<file path="src/rtl/hwd_pkg.sv">
package hwd_pkg;

  typedef enum logic [1:0] {
    TMO_OFF = 2'b00,
    TMO_X1  = 2'b01,
    TMO_X2  = 2'b10,
    TMO_X4  = 2'b11
  } tmo_e;

  typedef struct packed {
    logic restore;
    logic force_det;
    logic fault;
  } wd_evt_t;

  // ticks to expiry for a timeout code, 0 when disabled
  function automatic int unsigned tmo_ticks(input logic [1:0] code, input int unsigned base);
    case (tmo_e'(code))
      TMO_X1:  return base;
      TMO_X2:  return base * 2;
      TMO_X4:  return base * 4;
      default: return 0;
    endcase
  endfunction

endpackage

</file>
<file path="src/rtl/hwd_kick_guard.sv">
module hwd_kick_guard #(
  parameter int unsigned GAP_CYC = 2500
) (
  input  logic clk_i,
  input  logic rst_ni,
  input  logic kick_i,
  output logic kick_ok_o,
  output logic kick_rb_o
);
  localparam int unsigned GAP_W = (GAP_CYC < 2) ? 1 : $clog2(GAP_CYC + 1);

  logic [GAP_W-1:0] gap_q;
  logic             rb_q;

  assign kick_ok_o = kick_i && (gap_q == '0);
  assign kick_rb_o = rb_q;

  always_ff @(posedge clk_i or negedge rst_ni) begin
    if (!rst_ni) begin
      gap_q <= '0;
      rb_q  <= 1'b0;
    end else begin
      rb_q <= kick_ok_o;
      if (kick_ok_o)          gap_q <= GAP_W'(GAP_CYC - 1);
      else if (gap_q != '0)   gap_q <= gap_q - 1'b1;
    end
  end

  generate
    if (GAP_CYC >= 2) begin : g_chk
      p_kick_selfclear_r3: assert property (@(posedge clk_i) disable iff (!rst_ni)
        rb_q |=> !rb_q);
      p_gap_lockout_r4: assert property (@(posedge clk_i) disable iff (!rst_ni)
        (gap_q != '0) |=> !rb_q);
    end
  endgenerate

endmodule

</file>
<file path="src/rtl/hwd_tick_counter.sv">
module hwd_tick_counter #(
  parameter int unsigned MAX_TICKS = 160,
  localparam int unsigned CNT_W    = $clog2(MAX_TICKS + 1)
) (
  input  logic             clk_i,
  input  logic             rst_ni,
  input  logic             run_i,
  input  logic             restart_i,
  input  logic             tick_i,
  input  logic [CNT_W-1:0] limit_i,
  output logic             expire_o
);
  logic [CNT_W-1:0] cnt_q;
  logic [CNT_W:0]   cnt_inc;

  assign cnt_inc  = {1'b0, cnt_q} + 1'b1;
  // >= covers a period shortened while counting
  assign expire_o = run_i && !restart_i && tick_i && (cnt_inc >= {1'b0, limit_i});

  always_ff @(posedge clk_i or negedge rst_ni) begin
    if (!rst_ni)                   cnt_q <= '0;
    else if (restart_i || !run_i)  cnt_q <= '0;
    else if (expire_o)             cnt_q <= '0;
    else if (tick_i)               cnt_q <= cnt_inc[CNT_W-1:0];
  end

  p_idle_clear_r5: assert property (@(posedge clk_i) disable iff (!rst_ni)
    !run_i |=> (cnt_q == '0));
  p_cnt_in_range_r6: assert property (@(posedge clk_i) disable iff (!rst_ni)
    cnt_q < CNT_W'(MAX_TICKS));

endmodule

</file>
<file path="src/rtl/hwd_mode_fsm.sv">
module hwd_mode_fsm
  import hwd_pkg::*;
(
  input  logic clk_i,
  input  logic rst_ni,
  input  logic host_wr_i,
  input  logic reg_rst_i,
  input  logic expire_i,
  output logic dflt_o,
  output wd_evt_t evt_o
);
  logic    dflt_q;
  wd_evt_t evt_q;

  assign dflt_o = dflt_q;
  assign evt_o  = evt_q;

  always_ff @(posedge clk_i or negedge rst_ni) begin
    if (!rst_ni) begin
      dflt_q <= 1'b1;  // power-up counts as expired
      evt_q  <= '0;
    end else begin
      if (expire_i)        dflt_q <= 1'b1;
      else if (host_wr_i)  dflt_q <= 1'b0;
      evt_q.restore   <= expire_i || reg_rst_i;
      evt_q.force_det <= expire_i;
      evt_q.fault     <= expire_i;
    end
  end

  p_fault_single_r7: assert property (@(posedge clk_i) disable iff (!rst_ni)
    evt_q.fault |=> !evt_q.fault);
  p_enter_dflt_r7: assert property (@(posedge clk_i) disable iff (!rst_ni)
    $rose(dflt_q) |-> (evt_q.fault && evt_q.force_det && evt_q.restore));
  p_regrst_host_r9: assert property (@(posedge clk_i) disable iff (!rst_ni)
    (evt_q.restore && !evt_q.fault) |-> !dflt_q);

endmodule

</file>
<file path="src/rtl/hwd_ctrl.sv">
module hwd_ctrl
  import hwd_pkg::*;
#(
  parameter int unsigned BASE_TICKS   = 40,
  parameter int unsigned KICK_GAP_CYC = 2500
) (
  input  logic       clk_i,
  input  logic       rst_ni,
  input  logic       tick_i,
  input  logic       reg_wr_i,
  input  logic       kick_i,
  input  logic       reg_rst_i,
  input  logic [1:0] tmo_sel_i,
  output logic       dflt_mode_o,
  output logic       kick_rb_o,
  output logic       restore_dflt_o,
  output logic       force_det_o,
  output logic       wd_fault_o
);
  localparam int unsigned MAX_TICKS = BASE_TICKS * 4;
  localparam int unsigned CNT_W     = $clog2(MAX_TICKS + 1);

  logic             kick_ok, host_wr, run, restart, expire, dflt;
  logic [CNT_W-1:0] limit;
  wd_evt_t          evt;

  assign host_wr = reg_wr_i || kick_i || reg_rst_i;
  assign run     = !dflt && (tmo_sel_i != TMO_OFF);
  assign restart = kick_ok || reg_rst_i || (dflt && host_wr);
  assign limit   = CNT_W'(tmo_ticks(tmo_sel_i, BASE_TICKS));

  hwd_kick_guard #(.GAP_CYC(KICK_GAP_CYC)) u_kick (
    .clk_i     (clk_i),
    .rst_ni    (rst_ni),
    .kick_i    (kick_i),
    .kick_ok_o (kick_ok),
    .kick_rb_o (kick_rb_o)
  );

  hwd_tick_counter #(.MAX_TICKS(MAX_TICKS)) u_cnt (
    .clk_i     (clk_i),
    .rst_ni    (rst_ni),
    .run_i     (run),
    .restart_i (restart),
    .tick_i    (tick_i),
    .limit_i   (limit),
    .expire_o  (expire)
  );

  hwd_mode_fsm u_mode (
    .clk_i     (clk_i),
    .rst_ni    (rst_ni),
    .host_wr_i (host_wr),
    .reg_rst_i (reg_rst_i),
    .expire_i  (expire),
    .dflt_o    (dflt),
    .evt_o     (evt)
  );

  assign dflt_mode_o    = dflt;
  assign restore_dflt_o = evt.restore;
  assign force_det_o    = evt.force_det;
  assign wd_fault_o     = evt.fault;

  p_no_count_dflt_r11: assert property (@(posedge clk_i) disable iff (!rst_ni)
    dflt |-> !expire);
  p_off_no_expire_r5: assert property (@(posedge clk_i) disable iff (!rst_ni)
    (tmo_sel_i == TMO_OFF) |-> !expire);

endmodule

</file>
<file path="config.mk">
export PLATFORM = sky130hd
export DESIGN_NAME = hwd_ctrl
export DESIGN_NICKNAME = d
export VERILOG_FILES = /design/src/rtl/hwd_pkg.sv /design/src/rtl/hwd_kick_guard.sv /design/src/rtl/hwd_tick_counter.sv /design/src/rtl/hwd_mode_fsm.sv /design/src/rtl/hwd_ctrl.sv
export SDC_FILE = /design/constraint.sdc
export NUM_CORES = 1
export LEC_CHECK = 0
export CAP_MARGIN = 5
export CORE_MARGIN = 2
export CORE_UTILIZATION = 55
export CTS_CLUSTER_SIZE = 8
export DETAILED_ROUTE_END_ITERATION = 8
export GPL_TIMING_DRIVEN = 0
export PLACE_DENSITY = 0.81
export RECOVER_POWER = 50
export SLEW_MARGIN = 20
export SYNTH_ARGS = -nofsm -noshare
export SYNTH_HDL_FRONTEND = slang
export SYNTH_SLANG_ARGS = --single-unit
</file>
<file path="constraint.sdc">
create_clock -name clk_i -period 3.2 [get_ports clk_i]
set_input_delay 0.32 -clock clk_i [delete_from_list [all_inputs] [get_ports clk_i]]
set_output_delay 0.32 -clock clk_i [all_outputs]
set_load 0.02 [all_outputs]
</file>
# Yosys cells after proc, flatten, opt, wreduce, memory -nomap -nowiden
# Cells that the tools add are included.
# op_classes
n_reduce_logical,21
mux,8
addsub,2
n_eq_ne,3
n_lt_le_gt_ge,1
# op_table
cell,n
$mux W12,2
$mux W8,3
$pmux W8 S3,1
$logic_not A12 Y1,1
$reduce_bool A12 Y1,1
$sub A12 B1 Y12 const B,1
$add A8 B1 Y9 const B,1
$ge A9 B8 Y1,1
$logic_and A1 B1 Y1,6
$logic_or A1 B1 Y1,6
$reduce_bool A2 Y1,3
$eq A2 B2 Y1 const B,2
$logic_not A1 Y1,3
$reduce_bool A3 Y1,1
$eq A2 B1 Y1 const B,1
$mux W1,2
# totals
inputBits,8
register_bits,24
elab_cells,41

# Depth between registers and ports, before layout
# Gate-level depths: netlist of the first run.
# depth
depth_word,10
depth_mapped,9
mapped_depth_nobuf,9

# Hierarchy
# A second synthesis of the first run with hierarchy kept.
# unflattened
hier_cells,177
hier_area_um2,1619.1
# by_module_without_submodules
module,area_per_inst_um2,cells_per_inst,n_inst
hwd_kick_guard,762.0,77,1
hwd_tick_counter,701.9,82,1
hwd_mode_fsm,102.6,7,1
hwd_ctrl,52.6,11,1

# Worst setup path before layout of the first run
# Ideal clock, no wire load.
# synth_timing
path_type,reg2reg
startpoint,register u_cnt.cnt_q[0]
endpoint,register u_cnt.cnt_q[3]
slack_ns,0.915
path_buffers,0
t_arrival_ns,2.182
t_required_ns,3.096
stages_incl_launch_ff,9
cell_sequence,dfrtp_1 > ha_1 > nand3_1 > xnor2_1 > ha_1 > a21o_1 > a21oi_1 > nand3_2 > o41ai_2
# synth_via
elab_chain_len,5
elab_cells_between_ends,7
# synth_lines
item,line,source
from (decl),hwd_tick_counter.sv:13,logic [CNT_W-1:0] cnt_q;
from (signal assigned),hwd_tick_counter.sv:24,else if (tick_i) cnt_q <= cnt_inc[CNT_W-1:0];
$add A8 B1 Y9 (*),hwd_tick_counter.sv:16,"assign cnt_inc = {1'b0, cnt_q} + 1'b1;"
$ge A9 B8 Y1,hwd_tick_counter.sv:18,"assign expire_o = run_i && !restart_i && tick_i && (cnt_inc >= {1'b0, limit_i});"
$logic_and A1 B1 Y1,hwd_tick_counter.sv:18,
$mux W8,hwd_tick_counter.sv:23,else if (expire_o) cnt_q <= '0;
$mux W8,hwd_tick_counter.sv:22,else if (restart_i || !run_i) cnt_q <= '0;
# Every way passes the cells marked *; elsewhere a longest branch is shown, timed or not. The select of a mux whose other input is x is not followed.
# A chain may end at the register's enable or synchronous reset.

# Worst setup path after layout of the first run
# Ends and elaborated chain as after synthesis.

==> results of run 1 <==
==> synthesized netlist by cell type (2+ instances only) <==
master	count
sky130_fd_sc_hd__dfrtp_1	23
sky130_fd_sc_hd__nand2_1	14
sky130_fd_sc_hd__nor2_1	10
sky130_fd_sc_hd__ha_1	8
sky130_fd_sc_hd__nor3_1	8
sky130_fd_sc_hd__a21oi_1	6
sky130_fd_sc_hd__nand3_1	6
sky130_fd_sc_hd__nand4_1	6
sky130_fd_sc_hd__o31ai_1	5
sky130_fd_sc_hd__and3_1	4
sky130_fd_sc_hd__inv_1	4
sky130_fd_sc_hd__mux2i_1	4
sky130_fd_sc_hd__o21ai_0	4
sky130_fd_sc_hd__xnor2_1	3
sky130_fd_sc_hd__xor2_1	3
sky130_fd_sc_hd__a21o_1	2
sky130_fd_sc_hd__a31o_1	2
sky130_fd_sc_hd__and2_1	2
sky130_fd_sc_hd__and4_1	2
sky130_fd_sc_hd__nand2b_1	2
sky130_fd_sc_hd__nand3_2	2
sky130_fd_sc_hd__nand4b_1	2
sky130_fd_sc_hd__nor4_2	2
sky130_fd_sc_hd__nor4_4	2
sky130_fd_sc_hd__o21a_1	2
sky130_fd_sc_hd__o22ai_1	2
==> worst max path at each step <==
stage,depth (start not counted),to
final,8,u_cnt.cnt_q[3]
after CTS,8,u_cnt.cnt_q[3]
after floorplan,8,u_cnt.cnt_q[3]
after global placement,8,u_cnt.cnt_q[3]
after detailed placement,8,u_cnt.cnt_q[3]
after global routing,8,u_cnt.cnt_q[3]
==> layer usage <==
layer	track usage [%]	wire, um	vias up
li1	-	-	608
met1	30.4	1440	617
met2	38.4	1570	62
met3	4.38	224	6
met4	4.65	20	0
met5	0	0	-
==> sequential cells by signal (all words and copies together) (netlist names) <==
signal / flops
u_kick.kick_rb_o: 1
u_mode.dflt_o: 1
u_kick.gap_q: 12
u_cnt.cnt_q: 8
u_mode.evt_o: 2
==> report_power, final <==
part           total (uW)  internal [uW]  leakage, uW  switching [uW]
logic                 216            106     0.000419             110
clock network         141           48.7    0.0000150            91.9
registers             483            371     0.000303             112
==> cells by family (layout without fill, tap and decap cells) <==
| kind of cell | Yosys count | in the layout | share of synthesized area, % |
|---|---|---|---|
| simple gates | 72 | 72 | 29.8 |
| compound gates | 29 | 29 | 14.1 |
| flops | 24 | 24 | 39.3 |
| buf+inv | 9 | 24 | 2.62 |
| fa+ha+maj | 8 | 8 | 6.54 |
| xor+xnor | 6 | 6 | 3.43 |
| mux | 6 | 6 | 4.09 |
==> critical path, stage by stage, from the launching register on <==
cell and delay [ns]:
sky130_fd_sc_hd__dfrtp_1 0.43, sky130_fd_sc_hd__ha_1 0.34, sky130_fd_sc_hd__nand3_1 0.20, sky130_fd_sc_hd__xnor2_1 0.17
sky130_fd_sc_hd__ha_1 0.32, sky130_fd_sc_hd__a21o_1 0.18, sky130_fd_sc_hd__a21oi_1 0.48, sky130_fd_sc_hd__nand3_2 0.24
sky130_fd_sc_hd__o41ai_2 0.33
==> layout make-up <==
type / count / area share [%]
Multi-Input combinational cell: 121 / 52.1
Sequential cell: 24 / 35.5
Timing Repair Buffer: 11 / 6.13
Tap cell: 31 / 2.29
Clock buffer: 4 / 1.55
Buffer: 4 / 1.26
Inverter: 5 / 1.11
==> metrics by stage <==
stage | instance area (um2) | util (%) | setup WS, ns
2_1_floorplan | 1530 | - | 0.915
3_3_place_gp | 1670 | 61.6 | 0.606
3_5_place_dp | 1670 | 61.6 | 0.518
4_1_cts | 1700 | 62.6 | 0.489
5_1_grt | 1690 | 62.5 | 0.284
6_report | 1690 | 62.5 | 0.405
==> cells in the final DEF (no fill, tap or decap), types with 3 or more instances in the layout <==
cell / netlist / layout
sky130_fd_sc_hd__a21oi_1: 6 / 6
sky130_fd_sc_hd__nor3_1: 8 / 8
sky130_fd_sc_hd__clkbuf_4: 0 / 3
sky130_fd_sc_hd__nand4_1: 6 / 6
sky130_fd_sc_hd__and3_1: 4 / 4
sky130_fd_sc_hd__xnor2_1: 3 / 3
sky130_fd_sc_hd__nand3_1: 6 / 6
sky130_fd_sc_hd__mux2i_1: 4 / 4
sky130_fd_sc_hd__nand2_1: 14 / 14
sky130_fd_sc_hd__clkbuf_1: 1 / 3
sky130_fd_sc_hd__nor2_1: 10 / 10
sky130_fd_sc_hd__xor2_1: 3 / 3
sky130_fd_sc_hd__ha_1: 8 / 8
sky130_fd_sc_hd__dfrtp_1: 23 / 23
sky130_fd_sc_hd__inv_1: 4 / 4
sky130_fd_sc_hd__clkdlybuf4s50_1: 0 / 8
sky130_fd_sc_hd__o31ai_1: 5 / 5
sky130_fd_sc_hd__o21ai_0: 4 / 4
==> results_dict.tcl, run 1 <==
set metrics [dict create \
    cp_max_fo 7 \
    whs_path_depth 3 \
    route.final.wire_length_um 3250 \
    clkSlewWorstSetupHoldPaths_ns 0.13 \
    setup.worst_path.start_class "flip-flop" \
    grt_max_degree 25 \
    grt_pass1_wl_um 5800 \
    worst_setup_path_end_kind "flip-flop" \
    finish.cell_count_without_fillers 200 \
    num_vias 1293 \
    synth_area_um2 1530 \
    num_rows 19 \
    share_of_the_synthesized_area_in_the_top_cell_type_pct 37.6 \
    drcViolationCount 0 \
    starting_density_of_the_core_pct 56.5 \
    place_hpwl_um 2470 \
    area_growth_syn_to_layout_pct 10.7 \
    initial_antenna_violation_count 0 \
    chipHeight_um 56.7 \
    timing.rr.end "u_cnt.cnt_q[3]" \
    vdd_ir_drop_max_v 0.000456 \
    edff_count_synth 0 \
    horizontal_die_dimension_um 56.7 \
    core-area_um2 2710 \
    post_synth_inst_count 154 \
    synthDominantAreaCellType "sky130_fd_sc_hd__dfrtp_1" \
    sequential_cell_area_um2 602 \
    worstSetupPathType "flip-flop to flip-flop" \
    layout-drive-gt1-share_pct 11.8 \
    hold-worst-slack_ns 0.338 \
    netlist-cell-type-count 50 \
    yosysWarnings 0 \
    p_leak_uw 0.000737 \
    min_to "u_cnt.cnt_q[1]" \
    hold_buffers 0 \
    drtPass1Iterations 4 \
    setup.worst_path.start "u_cnt.cnt_q[0]" \
    ctsHtreeMaxLevel 1 \
    drv_cap 0 \
    reg2regPathDepth 8 \
    dp_cells 195 \
    overflow 0 \
    number_of_antenna_cells_inserted 0 \
    post_cts_resize_count 0 \
    final_nets 186 \
    routedWlPerCell_um 16.3 \
    run_status "completed" \
    dominantRegCellSynth "sky130_fd_sc_hd__dfrtp_1" \
    area_occupied_by_multi_input_gates_um2 883 \
    setup-tns-final_ns 0 \
    grt_pass1_vias 1297 \
    cts_tree "done" \
    finalClockSkew_ns 0.00590 \
    clock_tree_buffer_depth 2 \
    initial_detailed_routing_violation_count 66 \
    cts.repair_timing.setup_buffer_count 0 \
    grt.total_usage_pct 22.7 \
    reg2reg_setup_slack_ns 0.41 \
    syn_area_per_cell_um2 9.94 \
    tightest_slew_ns 1.34 \
    final_count_of_hold_timing_violations 0 \
    power_per_cell_area_nw_per_um2 496 \
    design.die.area_um2 3220 \
    relSlewSlack_pct 11.0 \
    asyncSetResetFlopFracSynth_pct 100 \
    clk_sinks 24 \
    r2r-start "u_cnt.cnt_q[0]" \
    cp.required_ns 3.41 \
    synth_area_leaders "sky130_fd_sc_hd__dfrtp_1 (38%), sky130_fd_sc_hd__ha_1 (6.5%), sky130_fd_sc_hd__nand2_1 (3.4%)" \
    drv_slew 0 \
    filler_cells_inserted 230 \
    fmax_mhz 358 \
    share_of_the_yosys_chip_area_belonging_to_registers_pct 39.3 \
    synth.ff_latch_count 24 \
    final_number_of_setup_violating_endpoints 0 \
    tritoncts_buffers 3 \
    clock_tree.root_cell "sky130_fd_sc_hd__clkbuf_4" \
    worst_skew_pair.late_latency_ns 0.31 \
    port-buffer-count 10 \
    min_period_over_period_pct 87.3 \
    synth_nets 170 \
    post-route-min-period_ns 2.79 \
    total_power_uw 840 \
    rsz0062_at_grt "no" \
    drtAntennaViolNets 0 \
    total_i_o_pin_count 13 \
    min-delay-start "tick_i" \
    finalWeightedCongestion 0.861 \
    worstPathArrival_ns 3.01 \
    hold_path_class "primary input to flip-flop" \
    vias_per_cell 6.47 \
]
Power figures use the tool's default switching activity.
==> run 2: changes to the inputs <==
Settings changed: CORE_ASPECT_RATIO set to 1.1.
==> run 2 against run 1 <==
  * Combinational power up 4%
  * Clock-buffer cell count down 1
  * Non-clock buffer count unchanged
  * Register-to-register slack better by 0.02 ns
  * Utilization up 1.2 points
  * Fmax up 0.57%
  * Largest cell class unchanged
==> results_dict.tcl, run 2 (synthesis gave the netlist of run 1 again) <==
set metrics [dict create \
    power_per_cell_area_nw_per_um2 542 \
    final_count_of_hold_timing_violations 0 \
    tritoncts_buffers 3 \
    initial_detailed_routing_violation_count 29 \
    largest_register "u_kick.gap_q" \
    switching_power_share_of_the_total_pct 35.2 \
    clk_sinks 24 \
    tightest_slew_ns 1.29 \
    comb_power_share_pct 24.0 \
    worstSetupPathType "flip-flop to flip-flop" \
    area_growth_syn_to_layout_pct 12.6 \
    grt_pass1_vias 1216 \
    horizontal_die_dimension_um 54.3 \
    cp.required_ns 3.44 \
    drv_cap 0 \
    drtAntennaViolNets 0 \
    worst_setup_path_end_kind "flip-flop" \
    post_cts_resize_count 0 \
    clock_tree_buffer_depth 2 \
    min_period_over_period_pct 86.8 \
    hold_path_class "primary input to flip-flop" \
    dp_cells 197 \
    finalWeightedCongestion 0.767 \
    most-common-layout-cells "sky130_fd_sc_hd__dfrtp_1 (23), sky130_fd_sc_hd__nand2_1 (14), sky130_fd_sc_hd__nor2_1 (10)" \
    total_power_uw 934 \
    mostFrequentLayoutCell "sky130_fd_sc_hd__dfrtp_1" \
    vias_per_cell 6.31 \
    drv_slew 0 \
    num_rows 20 \
    grt.total_usage_pct 23.0 \
    clkSlewWorstSetupHoldPaths_ns 0.13 \
    layout-drive-gt1-share_pct 12.4 \
    design.die.area_um2 3220 \
    cts_tree "done" \
    hold_buffers 0 \
    place_hpwl_um 2480 \
    starting_density_of_the_core_pct 56.6 \
    port-buffer-count 10 \
    worstPathArrival_ns 3.02 \
    route.final.wire_length_um 3330 \
    setup-tns-final_ns 0 \
    cp_max_fo 7 \
    worst_skew_pair.late_latency_ns 0.32 \
    vdd_ir_drop_max_v 0.000414 \
    setup.worst_path.start_class "flip-flop" \
    final_number_of_setup_violating_endpoints 0 \
    grt_pass1_wl_um 5250 \
    fmax_mhz 360 \
    post-route-min-period_ns 2.78 \
    filler_cells_inserted 215 \
    drtPass1Iterations 4 \
    ctsHtreeMaxLevel 1 \
    drcViolationCount 0 \
    clock_tree.root_cell "sky130_fd_sc_hd__clkbuf_4" \
    power_report.internal_total_uw 605 \
    finalClockSkew_ns 0.00266 \
    initial_antenna_violation_count 0 \
    number_of_antenna_cells_inserted 0 \
    pwr-share-seq_pct 52.1 \
    reg2reg_setup_slack_ns 0.42 \
    largest_register_ffs 12 \
    finish.cell_count_without_fillers 202 \
    share_clk_of_total_power_pct 23.9 \
    final_nets 186 \
    cts.repair_timing.setup_buffer_count 0 \
    p_leak_uw 0.000750 \
    relSlewSlack_pct 13.8 \
    chipHeight_um 59.3 \
    overflow 0 \
    core-area_um2 2700 \
    rsz0062_at_grt "no" \
    total_i_o_pin_count 13 \
    num_vias 1274 \
    p_sw_uw 328 \
    routedWlPerCell_um 16.5 \
    grt_max_degree 25 \
    run_status "completed" \
]
==> run 2: power by group through the flow <==
stage / Combinational, uW / Sequential (uW) / Clock (uW)
4_1_cts: 226 / 486 / 225
3_3_place_gp: 205 / 485 / 0
3_5_place_dp: 222 / 492 / 0
5_1_grt: 248 / 495 / 238
6_report: 224 / 486 / 223
2_1_floorplan: 169 / 472 / 0
==> run 2: per-layer routing <==
metal	GRT usage, %	vias up	share of wire, %
met2	41.1	29	54
met5	0	-	0
met4	10.7	0	1.6
met3	3.28	6	2.7
li1	-	609	-
met1	26.1	630	41
==> run 2: worst max-delay path, cell delays in order (launching register included) <==
cell                      delay (ns)
sky130_fd_sc_hd__dfrtp_1        0.43
sky130_fd_sc_hd__ha_1           0.31
sky130_fd_sc_hd__nand3_1        0.18
sky130_fd_sc_hd__xnor2_1        0.28
sky130_fd_sc_hd__ha_1           0.30
sky130_fd_sc_hd__a21o_1         0.18
sky130_fd_sc_hd__a21oi_1        0.46
sky130_fd_sc_hd__nand3_2        0.24
sky130_fd_sc_hd__o31ai_1        0.31
==> run 2: stage by stage <==
| step | hold slack, ns | worst slack [ns] | area, um2 | utilization, % |
|---|---|---|---|---|
| floorplan | 0.0244 | 0.915 | 1530 | - |
| CTS | 0.324 | 0.505 | 1720 | 63.8 |
| detailed placement | 0.514 | 0.532 | 1670 | 61.9 |
| global route | 0.334 | 0.262 | 1720 | 63.7 |
| global placement | 0.488 | 0.600 | 1670 | 61.9 |
| finish | 0.330 | 0.421 | 1720 | 63.7 |
==> run 2: layout make-up <==
| cell class | instances | area, um2 | area share [%] |
|---|---|---|---|
| clock inverter | 1 | 30.0 | 1.74 |
| multi-input combinational | 121 | 883 | 51.3 |
| inverter | 5 | 18.8 | 1.09 |
| buffer | 4 | 21.3 | 1.23 |
| clock buffer | 3 | 22.5 | 1.31 |
| timing repair buffer | 11 | 104 | 6.03 |
| sequential | 24 | 602 | 34.9 |
| tap | 33 | 41.3 | 2.40 |
==> run 2: worst paths after layout <==
path	end	start	cells past startpoint
max	u_cnt.cnt_q[1]	u_cnt.cnt_q[0]	8
min	u_cnt.cnt_q[1]	tick_i	3
max reg2reg	u_cnt.cnt_q[1]	u_cnt.cnt_q[0]	8
min reg2reg	u_kick.gap_q[11]	u_kick.gap_q[11]	1
max in group asynchronous	u_mode.evt_o[2]	rst_ni	2
min in group asynchronous	u_kick.gap_q[6]	rst_ni	2
==> run 3: changes to the inputs <==
Settings changed: CAP_MARGIN 5 to 20, CELL_PAD_IN_SITES_DETAIL_PLACEMENT set to 0, CELL_PAD_IN_SITES_GLOBAL_PLACEMENT set to 2, CORE_UTILIZATION 55 to 37, PLACE_DENSITY 0.81 to 0.84.
==> run 3 against run 2 <==
  * Total power shrank 3.4%
  * Clock-buffer cell count up 1
  * Clock power shrank 8%
  * First-iteration DRC count up 110%
  * Die area is 45% higher
  * Routed wire length is 0.90% higher
  * Largest cell class unchanged
  * Largest power group unchanged
  * Highest routed layer unchanged
==> results_dict.tcl, run 3 (synthesis gave the netlist of run 1 again) <==
set metrics [dict create \
    worstSetupPathType "flip-flop to flip-flop" \
    setup-tns-final_ns 0 \
    worstPathArrival_ns 2.97 \
    cts.repair_timing.setup_buffer_count 0 \
    critPathMostFrequentCell "sky130_fd_sc_hd__ha_1" \
    critPathSlowestCell "sky130_fd_sc_hd__a21oi_1" \
    grt_pass1_wl_um 5790 \
    initial_detailed_routing_violation_count 61 \
    post_cts_resize_count 0 \
    area_occupied_by_multi_input_gates_um2 883 \
    finalWeightedCongestion 0.791 \
    hold_path_class "primary input to flip-flop" \
    overflow 0 \
    relSlewSlack_pct 50.1 \
    timing.final.ws_setup_ns 0.387 \
    drv_slew 0 \
    ctsHtreeMaxLevel 1 \
    rsz0062_at_grt "no" \
    routedWlPerCell_um 15.2 \
    grt_max_degree 14 \
    grt_pass1_vias 1241 \
    crit_chain "ha_1 > nand3_1 > xnor2_1 > ha_1 > a21o_1 > a21oi_1 > nand3_2 > o41ai_2" \
    reg2regPathDepth 8 \
    initial_antenna_violation_count 0 \
    sequential_cell_area_um2 602 \
    cp_max_fo 7 \
    final_nets 186 \
    drcViolationCount 0 \
    worst_setup_path_end_kind "flip-flop" \
    clkSlewWorstSetupHoldPaths_ns 0.09 \
    mostFrequentLayoutCell "sky130_fd_sc_hd__dfrtp_1" \
    port-buffer-count 10 \
    largest_register "u_kick.gap_q" \
    most-common-layout-cells "sky130_fd_sc_hd__dfrtp_1 (23), sky130_fd_sc_hd__nand2_1 (14), sky130_fd_sc_hd__nor2_1 (10)" \
    whs_path_depth 3 \
    drtPass1Iterations 4 \
    design.die.area_um2 4670 \
    critPathMaxStageDelay_ns 0.53 \
    cp.required_ns 3.36 \
    horizontal_die_dimension_um 65.3 \
    delay_heaviest_family_cp "compound AO/OA/AOI/OAI gates" \
    fmax_mhz 355 \
    filler_cells_inserted 415 \
    p_leak_uw 0.000747 \
    min-delay-start "tick_i" \
    finalClockSkew_ns 0.00760 \
    final_count_of_hold_timing_violations 0 \
    cp.buffers_inverters 0 \
    num_vias 1228 \
    vias_per_cell 5.56 \
    grt.total_usage_pct 15.8 \
    reg2reg_setup_slack_ns 0.39 \
    num_rows 24 \
    drtAntennaViolNets 0 \
    number_of_antenna_cells_inserted 0 \
    hold-worst-slack_ns 0.390 \
    area_growth_syn_to_layout_pct 14.3 \
    chipHeight_um 71.5 \
    clock_tree.root_cell "sky130_fd_sc_hd__clkbuf_8" \
    r2r-start "u_cnt.cnt_q[0]" \
    min_period_over_period_pct 87.9 \
    route.final.wire_length_um 3360 \
    cts_tree "done" \
    layout-drive-gt1-share_pct 12.4 \
    clock_tree_buffer_depth 2 \
    dp_slack_ns 0.408 \
    tritoncts_buffers 3 \
    tightest_slew_ns 0.746 \
    setup.worst_path.start_class "flip-flop" \
    starting_density_of_the_core_pct 38.6 \
    core-area_um2 3960 \
    largest_register_ffs 12 \
    min_to "u_cnt.cnt_q[1]" \
    place_hpwl_um 2650 \
    power_per_cell_area_nw_per_um2 516 \
    hold_buffers 0 \
    timing.rr.end "u_cnt.cnt_q[3]" \
    final_number_of_setup_violating_endpoints 0 \
    drv_cap 0 \
    run_status "completed" \
    worst_skew_pair.late_latency_ns 0.26 \
    post-route-min-period_ns 2.81 \
    vdd_ir_drop_max_v 0.000302 \
    clk_sinks 24 \
    total_i_o_pin_count 13 \
]
[run 3: cell types whose count changed in the layout (fill, tap and decap cells not counted), sizes merged]
cell,previous run,this run
bufinv,1,0
clkbuf,6,7
[run 3: report_power, final]
group	internal [uW]	switching, uW
combinational	105	107
sequential	372	114
clock	110	94.9
total	586	316
[run 3: worst reg2reg max path, stage by stage, from the launching register on]
cell and delay, ns:
sky130_fd_sc_hd__dfrtp_1 0.41, sky130_fd_sc_hd__ha_1 0.32, sky130_fd_sc_hd__nand3_1 0.18, sky130_fd_sc_hd__xnor2_1 0.17, sky130_fd_sc_hd__ha_1 0.34, sky130_fd_sc_hd__a21o_1 0.20
sky130_fd_sc_hd__a21oi_1 0.53, sky130_fd_sc_hd__nand3_2 0.25, sky130_fd_sc_hd__o41ai_2 0.32
[run 3: how the worst max path moves through the flow]
stage                        start             end  slack, ns  cells past startpoint
finish              u_cnt.cnt_q[0]  u_cnt.cnt_q[3]       0.39                      8
CTS                 u_cnt.cnt_q[0]  u_cnt.cnt_q[3]       0.39                      8
global placement    u_cnt.cnt_q[0]  u_cnt.cnt_q[3]       0.48                      8
floorplan           u_cnt.cnt_q[0]  u_cnt.cnt_q[3]       0.91                      8
global route        u_cnt.cnt_q[0]  u_cnt.cnt_q[3]       0.15                      8
detailed placement  u_cnt.cnt_q[0]  u_cnt.cnt_q[3]       0.41                      8
[run 3: layout make-up]
class / count / share of cell area, %
Buffer: 4 / 1.22
Sequential cell: 24 / 34.4
Clock buffer: 4 / 3.15
Inverter: 5 / 1.07
Tap cell: 52 / 3.72
Multi-Input combinational cell: 121 / 50.5
Timing Repair Buffer: 11 / 5.94
[run 3: routing by layer]
metal  part of all wire (%)  vias to the layer above  global-route usage (%)
li1                       -                      608                       -
met1                     45                      608                    19.3
met2                     53                        8                    29.0
met3                    1.0                        4                    1.88
met4                    1.1                        0                    4.17
met5                      0                        -                       0
[run 3: stage by stage]
stage	util, %	total power, uW	std cells	instance area (um2)
6_report	44.1	902	221	1750
4_1_cts	44.5	915	221	1770
2_1_floorplan	-	640	154	1530
5_1_grt	44.1	969	221	1750
3_5_place_dp	43.2	711	217	1710
3_3_place_gp	42.8	694	216	1700
